### config.mk
export PLATFORM = sky130hd
export DESIGN_NAME = cs_win_decoder
export DESIGN_NICKNAME = d
export VERILOG_FILES = /design/src/rtl/cswin_pkg.sv /design/src/rtl/cswin_regs.sv /design/src/rtl/cswin_match.sv /design/src/rtl/cs_win_decoder.sv
export SDC_FILE = /design/constraint.sdc
export NUM_CORES = 1
export LEC_CHECK = 0
export BUFFER_PORTS_ARGS = -buffer_cell sky130_fd_sc_hd__buf_2
export CORE_MARGIN = 2
export CORE_UTILIZATION = 58
export CTS_CLUSTER_DIAMETER = 80
export DETAILED_ROUTE_END_ITERATION = 8
export PLACE_DENSITY = 0.86
export REMOVE_ABC_BUFFERS = 1
export SLEW_MARGIN = 20
export SYNTH_ARGS = -nofsm -noshare
export SYNTH_HDL_FRONTEND = slang
export SYNTH_SLANG_ARGS = --single-unit
### constraint.sdc
create_clock -name clk -period 6.7 [get_ports clk]
set_clock_uncertainty 0.05 [all_clocks]
set_input_delay 0.335 -clock clk [delete_from_list [all_inputs] [get_ports clk]]
set_output_delay 0.335 -clock clk [all_outputs]
set_load 0.01 [all_outputs]
### src/rtl/cswin_pkg.sv
package cswin_pkg;
  localparam int REG_W     = 32;
  localparam int MB_SHIFT  = 20;
  localparam int MB_W      = 8;
  localparam int OFS_W     = MB_SHIFT + MB_W;
  localparam int FIRST_LSB = 4;
  localparam int LAST_LSB  = 20;
  localparam logic [REG_W-1:0] FIELD_MASK =
    (REG_W'((1 << MB_W) - 1) << FIRST_LSB) | (REG_W'((1 << MB_W) - 1) << LAST_LSB);

  typedef logic [MB_W-1:0] mb_t;

  function automatic logic [REG_W-1:0] seg_reset(input int idx, input int min_mb);
    mb_t first_mb;
    mb_t last_mb;
    first_mb = mb_t'(idx * min_mb);
    last_mb  = mb_t'(idx * min_mb + min_mb - 1);
    return (REG_W'(last_mb) << LAST_LSB) | (REG_W'(first_mb) << FIRST_LSB);
  endfunction
endpackage

### src/rtl/cswin_regs.sv
module cswin_regs
  import cswin_pkg::*;
#(
  parameter int NUM_CS     = 3,
  parameter int MIN_WIN_MB = 2,
  parameter int SEL_W      = 2
) (
  input  logic                          clk,
  input  logic                          rst_n,
  input  logic                          we,
  input  logic [SEL_W-1:0]              sel,
  input  logic [REG_W-1:0]              wdata,
  output logic [REG_W-1:0]              rdata,
  output logic [NUM_CS-1:0][REG_W-1:0]  seg
);
  logic [NUM_CS-1:0][REG_W-1:0] seg_d;
  logic [NUM_CS-1:0]            wr_en;

  for (genvar i = 0; i < NUM_CS; i++) begin : g_seg
    assign wr_en[i] = we && (int'(sel) == i);

    always_comb begin
      seg_d[i] = seg[i];
      if (wr_en[i]) seg_d[i] = wdata & FIELD_MASK;
    end

    always_ff @(posedge clk or negedge rst_n) begin
      if (!rst_n) seg[i] <= seg_reset(i, MIN_WIN_MB);
      else        seg[i] <= seg_d[i];
    end
  end

  always_comb begin
    rdata = '0;
    for (int i = 0; i < NUM_CS; i++)
      if (int'(sel) == i) rdata = seg[i];
  end
endmodule

### src/rtl/cswin_match.sv
module cswin_match
  import cswin_pkg::*;
(
  input  logic [REG_W-1:0] seg,
  input  mb_t              mb,
  output logic             match,
  output mb_t              first_mb
);
  mb_t last_mb;

  assign first_mb = seg[FIRST_LSB +: MB_W];
  assign last_mb  = seg[LAST_LSB +: MB_W];
  assign match    = (seg != '0) && (mb >= first_mb) && (mb <= last_mb);
endmodule

### src/rtl/cs_win_decoder.sv
module cs_win_decoder
  import cswin_pkg::*;
#(
  parameter int NUM_CS     = 3,
  parameter int MIN_WIN_MB = 2,
  parameter int SEL_W      = (NUM_CS > 1) ? $clog2(NUM_CS) : 1
) (
  input  logic              clk,
  input  logic              rst_n,
  input  logic              reg_we,
  input  logic [SEL_W-1:0]  reg_sel,
  input  logic [31:0]       reg_wdata,
  output logic [31:0]       reg_rdata,
  input  logic              addr_valid,
  input  logic [27:0]       addr,
  output logic              out_valid,
  output logic [NUM_CS-1:0] cs_hit,
  output logic              cs_miss,
  output logic              cs_overlap,
  output logic [27:0]       win_offset
);
  logic [1:0] rst_pipe;
  logic       rst_q_n;

  always_ff @(posedge clk or negedge rst_n) begin
    if (!rst_n) rst_pipe <= '0;
    else        rst_pipe <= {rst_pipe[0], 1'b1};
  end
  assign rst_q_n = rst_pipe[1];

  logic [NUM_CS-1:0][REG_W-1:0] seg;

  cswin_regs #(.NUM_CS(NUM_CS), .MIN_WIN_MB(MIN_WIN_MB), .SEL_W(SEL_W)) u_regs (
    .clk   (clk),
    .rst_n (rst_q_n),
    .we    (reg_we),
    .sel   (reg_sel),
    .wdata (reg_wdata),
    .rdata (reg_rdata),
    .seg   (seg)
  );

  logic [NUM_CS-1:0] match;
  mb_t               first_mb [NUM_CS];

  for (genvar i = 0; i < NUM_CS; i++) begin : g_cmp
    cswin_match u_cmp (
      .seg      (seg[i]),
      .mb       (addr[OFS_W-1:MB_SHIFT]),
      .match    (match[i]),
      .first_mb (first_mb[i])
    );
  end

  logic [NUM_CS-1:0] pick;
  mb_t               pick_base;
  logic              any_hit;
  logic              multi_hit;

  always_comb begin
    pick      = '0;
    pick_base = '0;
    any_hit   = 1'b0;
    for (int i = 0; i < NUM_CS; i++) begin
      if (match[i] && !any_hit) begin
        pick[i]   = 1'b1;
        pick_base = first_mb[i];
        any_hit   = 1'b1;
      end
    end
    multi_hit = (match & (match - 1'b1)) != '0;
  end

  logic              val_d;
  logic [NUM_CS-1:0] hit_d;
  logic              miss_d;
  logic              ovl_d;
  logic [OFS_W-1:0]  ofs_d;

  always_comb begin
    val_d  = addr_valid;
    hit_d  = '0;
    miss_d = 1'b0;
    ovl_d  = 1'b0;
    ofs_d  = '0;
    if (addr_valid) begin
      hit_d  = pick;
      miss_d = !any_hit;
      ovl_d  = multi_hit;
      if (any_hit) ofs_d = addr - {pick_base, {MB_SHIFT{1'b0}}};
    end
  end

  always_ff @(posedge clk or negedge rst_q_n) begin
    if (!rst_q_n) begin
      out_valid  <= 1'b0;
      cs_hit     <= '0;
      cs_miss    <= 1'b0;
      cs_overlap <= 1'b0;
      win_offset <= '0;
    end else begin
      out_valid  <= val_d;
      cs_hit     <= hit_d;
      cs_miss    <= miss_d;
      cs_overlap <= ovl_d;
      win_offset <= ofs_d;
    end
  end
endmodule

==> metrics <==
run status finished, final reports clean; Layout Cells excl Fill between 700 and 800; initial antenna violation count 0; Main synth FF type dfrtp_1; ANT cells 0; total number of vias 4158; chip height 98.1 um; sequential area share after synthesis 0.411; CTS H-tree lvls 3; TritonCTS clock tree built; vias in the first global route 4135; asr flop ratio synth 1.00; largest net degree at the start of global routing 83; WL final approximately 12000 um; post-synth top area cell dfrtp_1; DP HPWL about 9000 um; Req. time, crit path 6.91 ns; Worst Path Arrival approximately 4.7 ns; CTS max path bufs 2; area of the multi-input gates around 0.0027 mm^2; DP Cell Count 702; Worst Path Max Fanout 18; final instance area just under 0.006 mm^2; Mapped Area about 0.0051 mm^2; CP startpoint kind flop; clock sink count 84; core area roughly 0.0086 mm^2; Remaining Overflow, GRT 0; period utilization 0.667; Starting Density 0.595; worst-skew pair later-pin latency 0.37 ns; crit end category flop; Max VDD drop 148 uV; crit path time final roughly 4.5 ns; CTS buffer count 9; Synthesis Warnings 0; RSZ-0062 raised after global routing no; layout cell share with drive strength beyond 1 0.273; PD cells 278 mW/mm^2; final setup TNS 0 ns; first-pass GRT wire length between 15000 and 20000 um; drt via density slightly below 6; Residual DRC 0; cell with the most instances after synthesis dfrtp_1; Routed Antenna Nets 0; RePlAce Congestion approximately 0.94; first-pass iteration count of the detailed router 4; worst hold path class input pin to flop; Finished Core Util 0.678; worst slew pin tran roughly 0.97 ns; Nets 730; Routed wire per std cell between 15 and 20 um; top cells by count, synth dfrtp_1 (77), ha_1 (56), inv_1 (46), o21ai_0 (46), nand2_1 (43); Synth top area share 0.375; CTS root buf clkbuf_8; overall routing resource usage 0.258; Hold Vio Cnt, Final 0; Die X 98.1 um; placed cell areas between 0.005 and 0.006 mm^2; Max Fclk around 0.22 GHz; LEAKAGE 2.98 nW; max_cap viols 0; synthesized area per cell ~10 um^2; setup violators final 0; Post-synth EDFFs 0; Synth Instances a little over 500; FF+latch area around 0.0021 mm^2; Area contributors post-synth dfrtp_1 (38%), ha_1 (14%), mux2_2 (7.7%); die area 0.00963 mm^2; Fillers around 690; relative slew slack 0.346; Worst-path clk slew 0.09 ns; First DRT Iteration DRCs 283; Synth Register Bits 84; Crit Path Class flop to flop; Site Rows 34; Netlist cell types 52; Final Max Tran Viols 0; Area Growth Syn to Fin 14.0%; num ports about 130; post-CTS setup buffer count 0; number of port buffers a little under 100
==> layer usage <==
metal / global-route usage / part of all wire
met5: 0 / 0
met3: 0.0630 / 0.071
met2: 0.441 / 0.48
met1: 0.325 / 0.43
met4: 0.0801 / 0.020
==> cells by family after synthesis <==
family | share of synthesized area
and+or+nand+nor | 0.144
AOI/OAI and AO/OA | 0.113
DFF | 0.411
buffers and inverters | 0.0736
adders and majority gates | 0.142
muxes | 0.108
xor gates and xnor gates | 0.00682
other | 0.00146
==> layout by cell type (no fill, tap or decap), types with 4 or more instances in the layout <==
cell type  netlist  layout
nor3_1           4       4
a21o_1           5       5
ha_1            56      56
o21ai_0         46      46
nand2_1         43      43
mux2i_1         16      16
a21oi_1         18      18
and2_1          23      23
dfstp_2          7       7
buf_2            5      99
nor2_1          14      14
nand3_1          4       4
mux2_2          35      35
dfrtp_1         77      76
clkbuf_8         0       9
conb_1           2      17
nor2b_1         11      11
inv_1           46      46
o311ai_0         5       5
o211ai_1         4       4
nand4_1          8       8
nor4_1          12      12
==> worst paths after layout <==
| check | from | end | slack [ns] | cells after the start |
|---|---|---|---|---|
| max | u_regs.seg[53] | win_offset[27] | 2.23 | 16 |
| min | addr_valid | out_valid | 0.07 | 1 |
| max reg2reg | u_regs.seg[53] | win_offset[27] | 2.23 | 16 |
| min reg2reg | rst_pipe[1] | win_offset[1] | 0.18 | 0 |
| max in group asynchronous | rst_pipe[1] | u_regs.seg[53] | 5.75 | 1 |
| min in group asynchronous | rst_pipe[1] | win_offset[1] | 0.18 | 0 |
==> sequential cells by signal, summed over array words and instances (netlist names) <==
name,flops
cs_miss,1
cs_hit,3
rst_pipe,2
win_offset,28
u_regs.seg,48
out_valid,1
cs_overlap,1
==> final cells by class <==
cell class,instances,share of cell area
Tap cell,108,0.0231
Timing Repair Buffer,103,0.0936
Clock inverter,6,0.00791
Clock buffer,10,0.0218
Multi-Input combinational cell,363,0.463
Inverter,46,0.0295
Sequential cell,84,0.361
==> repair_timing <==
item | CTS | global route
hold endpoints to repair | 2 | 0
hold buffers | 1 | 0
resized for setup | 0 | 0
==> report_power, final <==
group / switching [W] / internal (W)
clock network: 0.000196 / 0.000137
registers: 0.0000808 / 0.000606
logic: 0.000336 / 0.000272
==> per-stage QoR <==
stage	hold WS [ns]	total power, W	setup WS, ns
after floorplan	-0.0106	0.00109	2.90
after global placement	0.0716	0.00126	2.49
after detailed placement	0.0710	0.00129	2.35
after CTS	0.0647	0.00163	2.35
after global routing	0.0705	0.00174	2.02
final	0.0713	0.00163	2.23
==> worst max-delay path, cell delays in order, from the launching register on <==
cell and delay, ns:
dfstp_2 0.57, inv_1 0.05, ha_1 0.28, nor2b_1 0.14, o211ai_1 0.18, a211oi_1 0.15
nor4_4 0.87, o31ai_1 0.21, a21oi_1 0.21, ha_1 0.25, nor2b_1 0.13, o21ai_0 0.20
a21oi_1 0.14, o41ai_1 0.36, xnor2_1 0.21, a211oi_1 0.08, mux2_2 0.29
Note: power is estimated with default switching activity, not from simulation.
